[src/rtl/ccd_timing_gen.sv]
module ccd_timing_gen #(
  parameter int LINE_BITS   = 780,
  parameter int HBLK_BITS   = 140,
  parameter int HD_BITS     = 64,
  parameter int SUB_START   = 40,
  parameter int SUB_BITS    = 20,
  parameter int V_START     = 60,
  parameter int V_STEP      = 16,
  parameter int SG_START    = 520,
  parameter int SG_BITS     = 31,
  parameter int FRAME_LINES = 525,
  parameter int RD_BACK     = 5,
  parameter int VBLK_LINES  = 10,
  localparam int LNW = $clog2(FRAME_LINES + 1)
) (
  input  logic           clk,
  input  logic           rst,
  input  logic           mon_mode,
  input  logic [LNW-1:0] shutter_lines,
  output logic           hd,
  output logic           vd,
  output logic           hblank,
  output logic           vblank,
  output logic           field,
  output logic           h1,
  output logic           h2,
  output logic           rg,
  output logic           v1,
  output logic           v2a,
  output logic           v2b,
  output logic           v3,
  output logic           sg1,
  output logic           sg2,
  output logic           sub_pulse
);
  localparam int BW = $clog2(LINE_BITS + 1);
  localparam int MON_LONG  = (FRAME_LINES + 1) / 2;
  localparam int MON_SHORT = FRAME_LINES / 2;

  localparam logic [BW-1:0] B_LAST = BW'(LINE_BITS - 1);
  localparam logic [BW-1:0] B_HBLK = BW'(HBLK_BITS);
  localparam logic [BW-1:0] B_HD   = BW'(HD_BITS);
  localparam logic [BW-1:0] B_SUB0 = BW'(SUB_START);
  localparam logic [BW-1:0] B_SUB1 = BW'(SUB_START + SUB_BITS);
  localparam logic [BW-1:0] B_V0   = BW'(V_START);
  localparam logic [BW-1:0] B_V1   = BW'(V_START + V_STEP);
  localparam logic [BW-1:0] B_V2   = BW'(V_START + 2 * V_STEP);
  localparam logic [BW-1:0] B_V3   = BW'(V_START + 3 * V_STEP);
  localparam logic [BW-1:0] B_SG0  = BW'(SG_START);
  localparam logic [BW-1:0] B_SG1  = BW'(SG_START + SG_BITS);

  localparam logic [LNW-1:0] L_LAST_P = LNW'(FRAME_LINES - 1);
  localparam logic [LNW-1:0] L_LAST_L = LNW'(MON_LONG - 1);
  localparam logic [LNW-1:0] L_LAST_S = LNW'(MON_SHORT - 1);
  localparam logic [LNW-1:0] L_RD_P   = LNW'(FRAME_LINES - RD_BACK);
  localparam logic [LNW-1:0] L_RD_L   = LNW'(MON_LONG - RD_BACK);
  localparam logic [LNW-1:0] L_RD_S   = LNW'(MON_SHORT - RD_BACK);
  localparam logic [LNW-1:0] L_VBLK   = LNW'(VBLK_LINES);

  logic           half;
  logic [BW-1:0]  bitc;
  logic [LNW-1:0] line;
  logic           field_q;
  logic           mon_q;
  logic [LNW-1:0] shut_q;

  logic [LNW-1:0] last_line, rd_line;
  logic           bit_end, frame_end;

  assign last_line = !mon_q ? L_LAST_P : (field_q ? L_LAST_S : L_LAST_L);
  assign rd_line   = !mon_q ? L_RD_P   : (field_q ? L_RD_S   : L_RD_L);
  assign bit_end   = half && (bitc == B_LAST);
  assign frame_end = bit_end && (line == last_line);

  always_ff @(posedge clk) begin
    if (rst) begin
      half    <= 1'b0;
      bitc    <= '0;
      line    <= '0;
      field_q <= 1'b0;
      mon_q   <= mon_mode;
      shut_q  <= shutter_lines;
    end else begin
      half <= ~half;
      if (bit_end)   bitc <= '0;
      else if (half) bitc <= bitc + BW'(1);
      if (bit_end)   line <= frame_end ? '0 : line + LNW'(1);
      if (frame_end) begin
        mon_q   <= mon_mode;
        shut_q  <= shutter_lines;
        field_q <= mon_mode ? ~field_q : 1'b0;
      end
    end
  end

  assign hblank = bitc < B_HBLK;
  assign hd     = bitc < B_HD;
  assign vd     = line == '0;
  assign vblank = line < L_VBLK;
  assign field  = field_q;

  assign h1 = hblank | ~half;
  assign h2 = ~hblank & half;
  assign rg = ~hblank & ~half;

  logic [3:0] vph;
  always_comb begin
    if (bitc >= B_V0 && bitc < B_V1)      vph = 4'b0011;
    else if (bitc >= B_V1 && bitc < B_V2) vph = 4'b1001;
    else if (bitc >= B_V2 && bitc < B_V3) vph = 4'b1100;
    else                                  vph = 4'b0110;
  end
  assign {v1, v2a, v2b, v3} = vph;

  logic rd_win;
  assign rd_win    = (line == rd_line) && (bitc >= B_SG0) && (bitc < B_SG1);
  assign sg1       = rd_win;
  assign sg2       = rd_win & ~mon_q;
  assign sub_pulse = (line < shut_q) && (line < rd_line) &&
                     (bitc >= B_SUB0) && (bitc < B_SUB1);

  logic wrap_now;
  assign wrap_now = (line == '0) && (bitc == '0) && !half;


  hd_rise_chk: assert property (@(posedge clk) disable iff (rst)
    $rose(hd) |-> ($past(half) && $past(bitc) == B_LAST));

  h_toggle_chk: assert property (@(posedge clk) disable iff (rst)
    (!hblank && !$past(hblank)) |-> (h1 != $past(h1) && h2 != $past(h2)));

  v_hold_chk: assert property (@(posedge clk) disable iff (rst)
    (!hblank && !$past(hblank)) |-> $stable({v1, v2a, v2b, v3}));

  sg_pair_chk: assert property (@(posedge clk) disable iff (rst)
    sg2 |-> (sg1 && !hblank));

  sub_place_chk: assert property (@(posedge clk) disable iff (rst)
    sub_pulse |-> (hblank && !sg1 && !sg2));

  field_hold_chk: assert property (@(posedge clk) disable iff (rst)
    !wrap_now |-> $stable(field));

  mode_hold_chk: assert property (@(posedge clk) disable iff (rst)
    !wrap_now |-> ($stable(mon_q) && $stable(shut_q)));
endmodule

[config.mk]
export PLATFORM = sky130hd
export DESIGN_NAME = ccd_timing_gen
export DESIGN_NICKNAME = d
export VERILOG_FILES = /design/src/rtl/ccd_timing_gen.sv
export SDC_FILE = /design/constraint.sdc
export NUM_CORES = 1
export LEC_CHECK = 0
export CAP_MARGIN = 30
export CORE_AREA = 3 3 64 66
export DETAILED_ROUTE_END_ITERATION = 12
export DIE_AREA = 0 0 67 69
export PLACE_DENSITY = 0.77
export REMOVE_ABC_BUFFERS = 1
export SYNTH_ARGS = -nofsm -noshare
export SYNTH_HDL_FRONTEND = slang
export SYNTH_SLANG_ARGS = --single-unit
[constraint.sdc]
create_clock -name clk -period 2.6 [get_ports clk]
set_input_delay 0.39 -clock clk [delete_from_list [all_inputs] [get_ports clk]]
set_output_delay 0.39 -clock clk [all_outputs]
set_load 0.03 [all_outputs]
==> reports/qor.json <==
{
  "setup_path": {
    "crit_arrival_ns": 2.21,
    "timing.critical_path.to_type": "output port",
    "crit_type": "reg -> out",
    "cp.required_ns": 2.21,
    "critPathLaunchType": "flop",
    "path_max_fanout": 5
  },
  "clock_network": {
    "clkSinkCount": 33,
    "cts_root_buffer_type": "clkbuf_8",
    "clk-insertion-delay-late_ns": 0.29,
    "inserted_clock_buffers": 5,
    "tritoncts": "yes",
    "cts_hold_buffers": 0,
    "cts_max_level": 2,
    "post-cts-setup-buffers": 0,
    "cts.clk_slew.worst_paths_ns": 0.06,
    "maximum_buffer_depth_of_the_clock_tree": 2
  },
  "layout": {
    "finalNetCount": 275,
    "seqCellArea_um2": 773,
    "multi_input_comb_area_um2": 1070,
    "area_delta_synth_final_pct": 25.2,
    "finish.cell_count_without_fillers": 293,
    "layout-drive-gt1-share": 0.139,
    "fillerInstances": 299,
    "n_antenna_cell": 0,
    "finish.utilization": 0.661
  },
  "synthesis": {
    "synthesis.area_per_instance_um2": 9.10,
    "synth_area_leader_cell": "dfxtp_1",
    "yosys.area.top_type_share": 0.229,
    "synth.top_cells.by_count": "nor2_1 (26), dfxtp_1 (22), ha_1 (18), inv_1 (18), nand2_1 (16)",
    "synth_seq_area_share": 0.402,
    "ys_ff_latch": 33,
    "synth_flop_cell": "dfxtp_1",
    "async_s_r_ff_share_synth": 0,
    "yosysMostFrequentCell": "nor2_1",
    "synth.area.top_cells": "dfxtp_1 (23%), edfxtp_1 (17%), ha_1 (12%)",
    "syn-cell-area_um2": 1920,
    "netlist_instances": 211,
    "synth-edff-count": 11,
    "synth_cell_types": 40,
    "synth.yosys.warnings": 0
  },
  "placed_design": {
    "numPortBuffers": 27,
    "gpl.final_weighted_congestion": 0.867,
    "detailed_place_hpwl_um": 2940,
    "placed_cells": 285
  },
  "sta": {
    "slew_violations": 0,
    "fin_crit_ns": 2.60,
    "final.setup_skew_ns": 0.00528,
    "finalHoldViolCount": 0,
    "timing.final.setup_violations": 0,
    "unrepaired_setup_endpoints_after_global_routing": "true",
    "slew_at_the_pin_closest_to_its_max_slew_limit_ns": 0.465,
    "slew_headroom": 0.687,
    "final.period_utilization": 0.998,
    "max_freq_mhz": 385
  },
  "global_route": {
    "largest_net_degree_at_the_start_of_global_routing": 20,
    "grt_pass1_vias": 1468,
    "grt_antenna_before_repair": 0,
    "globalRouteTotalUtil": 0.192,
    "grt_first_pass_wirelength_um": 6840,
    "grt-ovfl-total": 0
  },
  "die": {
    "initial_core_util": 0.528,
    "chipHeight_um": 69,
    "floorplan.die.width_um": 67,
    "design.portCount": 28,
    "core_area_um2": 3630,
    "floorplan.rows": 22,
    "die-area_um2": 4620
  },
  "power_and_ir_drop": {
    "p_leak_nw": 1.01,
    "irDropWorstVdd_v": 0.000323,
    "netSwitchingFraction": 0.232,
    "internal_power_uw": 774,
    "power_density_nw_per_um2": 420,
    "seq_power_share": 0.556,
    "share_clk_of_total_power": 0.366,
    "share_comb_of_total_power": 0.078,
    "switch_pwr_uw": 234
  },
  "detailed_routing": {
    "drt_drc_violations_left": 0,
    "drt-initial-drc-count": 77,
    "vias": 1560,
    "drt.antenna.violating_nets": 0,
    "vias_per_cell": 5.32,
    "detail_route.wirelength_um": 4080,
    "drt_pre_antenna_iters": 4,
    "routedWlPerCell_um": 13.9
  },
  "run_status": {
    "run_status": "finished clean"
  },
  "worst_hold_path": {
    "worst_min_delay_path_category": "reg -> reg"
  },
  "job": {
    "max_cap_viol_count": 0
  }
}
==> layout by cell type, fill, tap and decap left out, types with 5 or more instances in the layout <==
master / instances
and3_1: 7
inv_1: 18
a21oi_1: 7
edfxtp_1: 11
clkdlybuf4s50_1: 22
xnor2_1: 6
o21ai_0: 7
buf_4: 8
clkbuf_8: 5
dfxtp_1: 20
ha_1: 17
nor2_1: 26
nand2_1: 16
xor2_1: 11
nand4_1: 8
==> registers in the layout, summed over array words and instances, names as in the netlist <==
name and flops:
half 1, line 10, shut_q 10, bitc 10, mon_q 1, field 1
==> power groups by stage <==
stage / sequential, mW / clock, mW / combinational (mW)
after CTS: 0.560 / 0.375 / 0.0734
final: 0.560 / 0.369 / 0.0786
after detailed placement: 0.571 / 0 / 0.0722
after global routing: 0.561 / 0.400 / 0.0883
after global placement: 0.570 / 0 / 0.0705
after floorplan: 0.571 / 0 / 0.0336
==> cell families (layout without fill, tap and decap cells) <==
kind of cell | Yosys count | count (layout) | synth area share
xor gates and xnor gates | 17 | 17 | 0.0776
muxes | 1 | 1 | 0.00522
buffers and inverters | 28 | 62 | 0.0658
adders and majority gates | 18 | 18 | 0.117
DFF | 33 | 33 | 0.402
and+or+nand+nor | 92 | 92 | 0.263
AOI/OAI and AO/OA | 22 | 22 | 0.0691
==> worst max-delay path: stages (launching register included) <==
cell,delay (ns)
dfxtp_1,0.37
nor4_1,0.46
buf_4,0.21
and4_1,0.20
clkdlybuf4s50_1,0.67
==> per-layer routing <==
| metal | routed length (um) | global-route usage | up-vias |
|---|---|---|---|
| met1 | 1940 | 0.263 | 730 |
| met3 | 127 | 0.0456 | 13 |
| met2 | 1900 | 0.281 | 31 |
| met5 | 0 | 0 | - |
| li1 | - | - | 786 |
| met4 | 114 | 0.0901 | 0 |
==> timing repair <==
item	CTS	global route
endpoints found under the hold margin	0	0
setup endpoints to repair	3	8
gates resized for setup	5	18
pin swaps	0	3
==> through the flow <==
step / power [mW] / setup TNS, ns / worst slack [ns] / cell area (um2) / hold slack (ns)
2_1_floorplan: 0.605 / 0 / 0.0572 / 1860 / 0.457
3_3_place_gp: 0.641 / 0 / 0.105 / 2270 / 0.486
3_5_place_dp: 0.643 / 0 / 0.0831 / 2270 / 0.506
4_1_cts: 1.01 / 0 / 0.000328 / 2350 / 0.516
5_1_grt: 1.05 / -0.208 / -0.0894 / 2400 / 0.544
6_report: 1.01 / 0 / 0.00395 / 2400 / 0.516
==> path summary, 6_finish.rpt <==
path | start | slack, ns | end | cells after the start
hold reg to reg | field | 0.52 | field | 2
setup / recovery | line[5] | 0.004 | vd | 4
setup reg to reg | bitc[8] | 0.30 | shut_q[2] | 5
hold / removal | field | 0.52 | field | 2
==> cell type report <==
class,count,area share
inverter,18,0.0281
timing repair buffer,36,0.144
sequential,33,0.322
clock buffer,5,0.0286
tap,48,0.0250
multi-input combinational,150,0.447
clock inverter,3,0.00521
No activity file was read; power rests on OpenSTA's default activity.
